<file path="config.mk">
export PLATFORM = sky130hd
export DESIGN_NAME = netctl_regs
export DESIGN_NICKNAME = d
export VERILOG_FILES = /design/src/rtl/netctl_pkg.sv /design/src/rtl/netctl_ctrl.sv /design/src/rtl/netctl_evflag.sv /design/src/rtl/netctl_perr.sv /design/src/rtl/netctl_regs.sv
export SDC_FILE = /design/constraint.sdc
export NUM_CORES = 1
export LEC_CHECK = 0
export ABC_AREA = 1
export BUFFER_PORTS_ARGS = -buffer_cell sky130_fd_sc_hd__buf_2
export CAP_MARGIN = 40
export CORE_MARGIN = 2
export CORE_UTILIZATION = 30
export CTS_CLUSTER_SIZE = 12
export DETAILED_ROUTE_END_ITERATION = 12
export PLACE_DENSITY = 0.68
export SLEW_MARGIN = 15
export SYNTH_ARGS = -nofsm -noshare
export SYNTH_HDL_FRONTEND = slang
export SYNTH_SLANG_ARGS = --single-unit
</file>
<file path="constraint.sdc">
create_clock -name clk -period 1.4 [get_ports clk]
set_clock_uncertainty 0.2 [all_clocks]
set_input_delay 0.07 -clock clk [delete_from_list [all_inputs] [get_ports clk]]
set_output_delay 0.07 -clock clk [all_outputs]
set_load 0.02 [all_outputs]
</file>
<file path="src/rtl/netctl_pkg.sv">
package netctl_pkg;

    localparam int WORD_W    = 16;
    localparam int ADDR_W    = 2;
    localparam int PA_HI_W   = 4;
    localparam int PA_LO_W   = 16;
    localparam int PA_W      = PA_HI_W + PA_LO_W;
    localparam int STRAP_W   = 4;

    // status word bit positions
    localparam int SB_RESET  = 15;
    localparam int SB_ONAIR  = 14;
    localparam int SB_ATTN   = 13;
    localparam int SB_IEN    = 12;
    localparam int SB_PIEN   = 11;
    localparam int SB_PFLAG  = 9;
    localparam int SB_IFLAG  = 8;
    localparam int SB_SECBUS = 5;
    localparam int SB_BIGRAM = 4;

    // parity control word bit positions
    localparam int PB_ACK    = 8;
    localparam int PB_SRC    = 7;
    localparam int PB_SIDE   = 6;

    typedef enum logic [ADDR_W-1:0] {
        REG_STATUS = 2'd0,
        REG_PCTRL  = 2'd1,
        REG_PADDR  = 2'd2,
        REG_NONE   = 2'd3
    } reg_sel_e;

    typedef struct packed {
        logic brd_reset;
        logic on_air;
        logic attn;
        logic irq_en;
        logic perr_irq_en;
        logic sec_bus;
    } ctrl_t;

    typedef struct packed {
        logic               src;
        logic               side;
        logic [PA_HI_W-1:0] hi;
        logic [PA_LO_W-1:0] lo;
    } perr_rec_t;

    localparam int REC_W = $bits(perr_rec_t);

    function automatic ctrl_t ctrl_from_word(input logic [WORD_W-1:0] w);
        ctrl_t c;
        c.brd_reset   = w[SB_RESET];
        c.on_air      = w[SB_ONAIR];
        c.attn        = w[SB_ATTN];
        c.irq_en      = w[SB_IEN];
        c.perr_irq_en = w[SB_PIEN];
        c.sec_bus     = w[SB_SECBUS];
        return c;
    endfunction

endpackage

</file>
<file path="src/rtl/netctl_ctrl.sv">
module netctl_ctrl
    import netctl_pkg::*;
(
    input  logic              clk,
    input  logic              rst,
    input  logic              wr_en,
    input  logic [WORD_W-1:0] wdata,
    output ctrl_t             ctrl_q,
    output logic              attn_pulse
);
    ctrl_t nxt;
    assign nxt = ctrl_from_word(wdata);

    always_ff @(posedge clk) begin
        if (rst) begin
            ctrl_q     <= '0;
            attn_pulse <= 1'b0;
        end else begin
            attn_pulse <= wr_en && nxt.attn && !ctrl_q.attn && !nxt.brd_reset;
            if (wr_en) begin
                ctrl_q <= nxt;
            end
        end
    end
endmodule

</file>
<file path="src/rtl/netctl_evflag.sv">
module netctl_evflag (
    input  logic clk,
    input  logic rst,
    input  logic set_ev,
    input  logic clr_ev,
    output logic flag_q
);
    // a new event in the same cycle as a clear wins, so no request is lost
    always_ff @(posedge clk) begin
        if (rst) begin
            flag_q <= 1'b0;
        end else if (set_ev) begin
            flag_q <= 1'b1;
        end else if (clr_ev) begin
            flag_q <= 1'b0;
        end
    end
endmodule

</file>
<file path="src/rtl/netctl_perr.sv">
module netctl_perr
    import netctl_pkg::*;
(
    input  logic      clk,
    input  logic      rst,
    input  logic      err_ev,
    input  perr_rec_t rec_in,
    input  logic      ack,
    output logic      held_q,
    output perr_rec_t rec_q
);
    logic take;
    assign take = err_ev && !held_q;

    always_ff @(posedge clk) begin
        if (rst) begin
            held_q <= 1'b0;
            rec_q  <= '0;
        end else begin
            if (ack) begin
                held_q <= 1'b0;
            end else if (take) begin
                held_q <= 1'b1;
            end
            if (take) begin
                rec_q <= rec_in;
            end
        end
    end
endmodule

</file>
<file path="src/rtl/netctl_regs.sv">
module netctl_regs
    import netctl_pkg::*;
(
    input  logic               clk,
    input  logic               rst,
    input  logic               bus_sel,
    input  logic               bus_wr,
    input  logic [ADDR_W-1:0]  bus_addr,
    input  logic [WORD_W-1:0]  bus_wdata,
    output logic [WORD_W-1:0]  bus_rdata,
    input  logic [STRAP_W-1:0] strap_hibase,
    input  logic               strap_bigram,
    input  logic               ctl_irq,
    input  logic               par_err,
    input  logic               par_src,
    input  logic               par_side,
    input  logic [PA_W-1:0]    par_addr,
    output logic               ctl_reset,
    output logic               ctl_attn,
    output logic               ctl_onair,
    output logic               sec_bus_en,
    output logic               irq_out
);
    reg_sel_e  sel;
    logic      wr_stat, wr_pctl, ack_wr, iclr;
    ctrl_t     ctrl_q;
    logic      attn_pulse, iflag, pflag;
    perr_rec_t rec_in, rec_q;

    assign sel     = reg_sel_e'(bus_addr);
    assign wr_stat = bus_sel && bus_wr && (sel == REG_STATUS);
    assign wr_pctl = bus_sel && bus_wr && (sel == REG_PCTRL);
    assign ack_wr  = wr_pctl && bus_wdata[PB_ACK];
    assign iclr    = wr_stat && bus_wdata[SB_IFLAG];

    assign rec_in.src  = par_src;
    assign rec_in.side = par_side;
    assign rec_in.hi   = par_addr[PA_W-1:PA_LO_W];
    assign rec_in.lo   = par_addr[PA_LO_W-1:0];

    netctl_ctrl u_ctrl (
        .clk        (clk),
        .rst        (rst),
        .wr_en      (wr_stat),
        .wdata      (bus_wdata),
        .ctrl_q     (ctrl_q),
        .attn_pulse (attn_pulse)
    );

    netctl_evflag u_iflag (
        .clk    (clk),
        .rst    (rst),
        .set_ev (ctl_irq),
        .clr_ev (iclr),
        .flag_q (iflag)
    );

    netctl_perr u_perr (
        .clk    (clk),
        .rst    (rst),
        .err_ev (par_err),
        .rec_in (rec_in),
        .ack    (ack_wr),
        .held_q (pflag),
        .rec_q  (rec_q)
    );

    // control outputs, all quiet while the board reset bit is held
    logic live;
    assign live       = !ctrl_q.brd_reset;
    assign ctl_reset  = ctrl_q.brd_reset;
    assign ctl_attn   = attn_pulse && live;
    assign ctl_onair  = ctrl_q.on_air && live;
    assign sec_bus_en = ctrl_q.sec_bus && live;
    assign irq_out    = live && ((iflag && ctrl_q.irq_en) ||
                                 (pflag && ctrl_q.perr_irq_en));

    // read words
    logic [WORD_W-1:0] stat_word, pctl_word, padr_word;

    always_comb begin
        stat_word            = '0;
        stat_word[SB_RESET]  = ctrl_q.brd_reset;
        stat_word[SB_ONAIR]  = ctrl_q.on_air;
        stat_word[SB_ATTN]   = ctrl_q.attn;
        stat_word[SB_IEN]    = ctrl_q.irq_en;
        stat_word[SB_PIEN]   = ctrl_q.perr_irq_en;
        stat_word[SB_PFLAG]  = pflag;
        stat_word[SB_IFLAG]  = iflag;
        stat_word[SB_SECBUS] = ctrl_q.sec_bus;
        stat_word[SB_BIGRAM] = strap_bigram;
        stat_word[STRAP_W-1:0] = strap_hibase;
    end

    always_comb begin
        pctl_word               = '0;
        pctl_word[PB_SRC]       = rec_q.src;
        pctl_word[PB_SIDE]      = rec_q.side;
        pctl_word[PA_HI_W-1:0]  = rec_q.hi;
    end

    assign padr_word = rec_q.lo;

    always_comb begin
        unique case (sel)
            REG_STATUS: bus_rdata = stat_word;
            REG_PCTRL:  bus_rdata = pctl_word;
            REG_PADDR:  bus_rdata = padr_word;
            default:    bus_rdata = '0;
        endcase
    end
endmodule

</file>
### Word level (Yosys, flattened, before mapping)

Cells that the tools add are included.

* flip-flop bits (word level): 31
* latch bits: 0
* RAM bits: 0
* memory bits (read-only): 0
* bits of input ports: 51
* output and inout port bits: 21
* logic and storage cells: 41
* memories: 0

* $add $sub $neg: 0
* multiply operators: 0
* divide/modulo/power cells: 0
* magnitude comparators: 0
* eq/ne operators: 2
* shift-type cells: 0
* mux-type cells: 3
* bitwise gates (word level): 0
* reduce and logical (&&, ||, !) cells: 23

Operators by type and width (number)
* 16-bit case mux with 3 select lines: 1
* 1-bit logical AND: 15
* 1-bit zero test: 4
* 2-bit by 1-bit equality test with 1-bit output (second input constant): 1
* 2-bit equality test (second input constant): 1
* 2-bit zero test: 1
* 1-bit 2-to-1 mux: 2
* 2-bit nonzero test: 1
* 2-bit OR reduction: 1
* 1-bit logical OR: 1

### Logic depth before layout (Yosys ltp)

* word-level depth: 5
* mapped depth: 6
* mapped depth without buffers: 6

### Modules after synthesis

A second synthesis with hierarchy kept.

* cells, all modules: 258
* area, all modules: 1665.3 µm²

By module, submodules not included
* netctl_perr: instances 1, cells an instance 147, area an instance 974.7 µm², sequential area each 460.4 µm²
* netctl_regs: instances 1, cells an instance 75, area an instance 410.4 µm², sequential area each 0.0 µm²
* netctl_ctrl: instances 1, cells an instance 31, area an instance 240.2 µm², sequential area each 140.1 µm²
* netctl_evflag: instances 1, cells an instance 5, area an instance 40.0 µm², sequential area each 20.0 µm²

### Worst setup path before layout

OpenSTA, ideal clock, no wires.

* kind: flip-flop to flip-flop
* from: register u_perr.held_q
* to: register u_perr.rec_q[0] (netlist name)
* data arrival time: 0.779 ns
* data required time: 1.084 ns
* setup slack: 0.305 ns
* stages on the path, launching flop included: 7
* buffers on the path: 1
* clock period less this slack: 1.095 ns
* cell sequence: dfxtp_1 > inv_2 > nand2_2 > inv_1 > buf_4 > nor2_1 > nor2_1

* longest elaborated chain between the ends: 2

Ends and longest elaborated chain
* start: declaration: RTL line netctl_perr.sv:9 `output logic held_q,`
* start signal: assignment: RTL line netctl_perr.sv:17 `held_q <= 1'b0;`
* start signal: assignment: RTL line netctl_perr.sv:21 `held_q <= 1'b0;`
* start signal: assignment: RTL line netctl_perr.sv:23 `held_q <= 1'b1;`
* 1-bit zero test: RTL line netctl_perr.sv:13 `assign take = err_ev && !held_q;`
* 1-bit logical AND: RTL line netctl_perr.sv:13

Every way passes these cells.
A chain may end at the register's enable or synchronous reset.

### Final worst setup path

* from: input port rst
* to: register u_ctrl.ctrl_q[3] (netlist name)

RTL lines
* start: declaration: RTL line netctl_regs.sv:5 `input logic rst,`

No word-level cell between the ends.

==> results.txt <==
Syn nets = 245
Worst r2r path cells = 3
YS warnings = 0
Per-cell routed wire length = 11.8 um
Sw power = 0.565 mW
Worst-Margin Slew = 0.205 ns
Gr ovfl total = 0
Most used DFF post-synth = dfxtp_1
Met2 WL post-DR = 2.08 mm
DRT iter0 DRCs = 66
Final Max Slew Viols = 0
Hold Path Stages = 6
Fin crit period = 1.37 ns
Wire length on met3 = 233 um
Global Route Usage Sum = 0.172
Die Wd = 71.3 um
Final hold slack = 0.0519 ns
HPWL Detailed = 2.64 mm
Crit path launch type = input pin
Diodes inserted = 0
VDD IR max = 0.558 mV
Crit path buffers/inverters = 3
Max clock buf depth = 2
Cell internal pwr = 1.49 mW
Residual DRC count = 0
Clk pin slew, worst setup/hold paths = 0.06 ns
Vias post-DR = 1585
First-pass GRT wire length = 6.76 mm
Mapped Area = 1360 um2
Sequential cell area fraction in the yosys report = 0.457
Layout area overhead = 61.6%
Gp weighted congestion = 0.811
Cell mode on critical path = dlygate4sd3_1
Max Freq = 732 MHz
Setup-failing EPs final = 0
TritonCTS clock tree = done
Postcts setup bufs = 0
Pleak = 1.06 nW
Largest net degree at the start of global routing = 24
Cells after synthesis = 194
Delay-heaviest family, CP = buffers and inverters
Highest metal used = met4
1st-pass router iterations = 4
Worst slew margin = 0.863
Switching part of the total power = 0.275
Cell Chain, Critical Path = dlygate4sd3_1 -> buf_2 -> a21oi_2 -> dlygate4sd3_1
Flops & latches, synth = 31
Worst R2R Start = u_ctrl.ctrl_q[3]$_SDFFE_PP0P_
CP arrival = 1.39 ns
XOR/XNOR Fraction of Synth Area = 0
Row cnt = 24
Post-synth EDFFs = 0
Initial antenna violation count = 0
Top-area cell type share of the netlist area = 0.457
Most common cell in the netlist = nor2_1
Core ar. = 4350 um2
Multiplexer share of the synthesized area = 0
Largest area contributor in the netlist = dfxtp_1
Main combinational cell family by area after synthesis = simple AND/OR/NAND/NOR gates
Clock Power Share = 0.323
Sequential power share = 0.474
CTS buffer count = 5
H-tree depth = 2
Pwr dens = 938 nW/um2
Design Area, Final = 2190 um2
Status = finished, final reports clean
Vias in the first global route = 1563
Complex-gate fraction of the synthesized area = 0.169
HP Class = in2reg
Final ANT Viol Nets = 0
Max-cap violations = 0
Critical path peak fanout = 3
Fin nets = 349
Die height = 71.3 um
Top cells by instance count after synthesis = nor2_1 (57), nand2_1 (32), dfxtp_1 (31)
Hold Path End = u_iflag.flag_q$_SDFFE_PP0P_
Layout cells sized above 1 = 0.304
Cell Area, Placed = 1730 um2
Final Cycle Share = 0.976
RSZ-0062 raised after global routing = no
Crit path capture type = flip-flop
Reg2reg end = u_ctrl.ctrl_q[3]$_SDFFE_PP0P_
Hold wc startpoint = bus_wr
Post-Synth Adder-Cell Area = 0
PortBufs = 62
Final Hold Vio Count = 0
Flop-to-flop setup slack = 0.08 ns
Fill cell count = 435
Drt total wl = 4.16 mm
Setup CP Type = in2reg
Ranking of synthesized cells by area = dfxtp_1 (46%), nor2_1 (16%), o21ai_0 (10%)
Sink Count = 31
Routed met1 length = 1.76 mm
Slowest cell delay on critical path = 0.54 ns
Slowest CP cell = dlygate4sd3_1
Vias per cell = 4.52
Simple-gate share of the synthesized area = 0.290
Initial Util = 0.312
Required @ worst endpoint = 1.43 ns
Io pins = 72
Die area = 5080 um2
Root buf cell = clkbuf_8
Avg Inst Size Synth = 7.00 um2
Skew-Pair Late Insertion Delay = 0.28 ns
Share of flip-flops with an asynchronous set or reset = 0
Combinational fraction of design power = 0.203
Synth cell types = 22
[worst reg2reg max path: cells and delay by family, from the launching register on]
kind | cells | cell delay [ns]
compound gates | 1 | 0.13
flops | 1 | 0.33
simple gates | 1 | 0.07
buf+inv | 1 | 0.54
[final cells by class]
type | instances | area (um2) | area share
repair buffers | 104 | 718 | 0.327
clock buffers | 7 | 76.3 | 0.0348
flip-flops and latches | 31 | 622 | 0.284
clock inverters | 1 | 5.00 | 0.00228
repair inverters | 2 | 15.0 | 0.00685
multi-input cells | 140 | 633 | 0.289
inverters | 14 | 58.8 | 0.0268
well taps | 52 | 65.1 | 0.0297
[kinds of logic (layout without fill, tap and decap cells)]
kind of cell / count (synthesis) / in the layout
AOI/OAI and AO/OA: 41 / 41
buffers and inverters: 23 / 128
DFF: 31 / 31
and+or+nand+nor: 99 / 99
[cells in the final DEF (no fill, tap or decap), types with 3 or more instances in the layout]
cell,netlist,final
a21oi_1,3,3
nand2_1,32,32
a22o_1,4,4
inv_2,3,3
o21ai_1,4,4
buf_4,4,7
nor2_1,57,57
clkbuf_8,0,5
o21ai_0,27,27
clkinvlp_4,0,3
inv_1,10,9
dlygate4sd3_1,0,34
nand3_1,5,5
dfxtp_1,31,30
buf_2,2,62
[metal layers]
metal / vias up / GRT usage
met5: - / 0
met4: 0 / 0.0985
met3: 7 / 0.0436
met2: 48 / 0.295
met1: 706 / 0.194
li1: 824 / -
[metrics by stage]
| stage | total power [mW] | TNS [ns] | util | cells | setup WS (ns) |
|---|---|---|---|---|---|
| floorplan | 1.19 | 0 | - | 194 | 0.305 |
| global placement | 1.32 | 0 | 0.398 | 307 | 0.0263 |
| detailed placement | 1.32 | -0.0226 | 0.398 | 307 | -0.0186 |
| CTS | 2.07 | 0 | 0.496 | 349 | 0.0000754 |
| global route | 2.17 | 0 | 0.504 | 351 | 0.000538 |
| finish | 2.06 | 0 | 0.504 | 351 | 0.0343 |
[power by group through the flow]
| stage | sequential (mW) | combinational (mW) | clock, mW |
|---|---|---|---|
| 4_1_cts | 0.974 | 0.403 | 0.696 |
| 3_5_place_dp | 0.994 | 0.331 | 0 |
| 3_3_place_gp | 0.992 | 0.328 | 0 |
| 2_1_floorplan | 0.988 | 0.204 | 0 |
| 6_report | 0.975 | 0.418 | 0.665 |
| 5_1_grt | 0.983 | 0.467 | 0.719 |
[worst max path at each step]
stage	startpoint	to	slack, ns	depth (start not counted)
after floorplan	u_perr.held_q$_SDFFE_PP0P_	u_perr.rec_q[0]$_SDFFE_PP0P_	0.31	6
after global placement	u_perr.held_q$_SDFFE_PP0P_	u_perr.rec_q[2]$_SDFFE_PP0P_	0.03	5
after detailed placement	u_perr.held_q$_SDFFE_PP0P_	u_perr.rec_q[21]$_SDFFE_PP0P_	-0.02	5
after CTS	u_perr.held_q$_SDFFE_PP0P_	u_perr.rec_q[12]$_SDFFE_PP0P_	0.00008	5
after global routing	bus_addr[1]	u_ctrl.attn_pulse$_SDFF_PP0_	0.0005	7
final	rst	u_ctrl.ctrl_q[3]$_SDFFE_PP0P_	0.03	4
[registers in the layout, summed over array words and instances (netlist names)]
register	cells
u_ctrl.ctrl_q	6
u_iflag.flag_q	1
u_perr.held_q	1
u_ctrl.attn_pulse	1
u_perr.rec_q	22
[repair_timing]
action,4_1_cts,5_1_grt
endpoints found under the hold margin,31,0
hold buffers,34,0
gates resized for setup,2,7
endpoints found under the setup margin,12,23
gates cloned,0,2
pin swaps,0,0
Note: power is estimated with default switching activity, not from simulation.
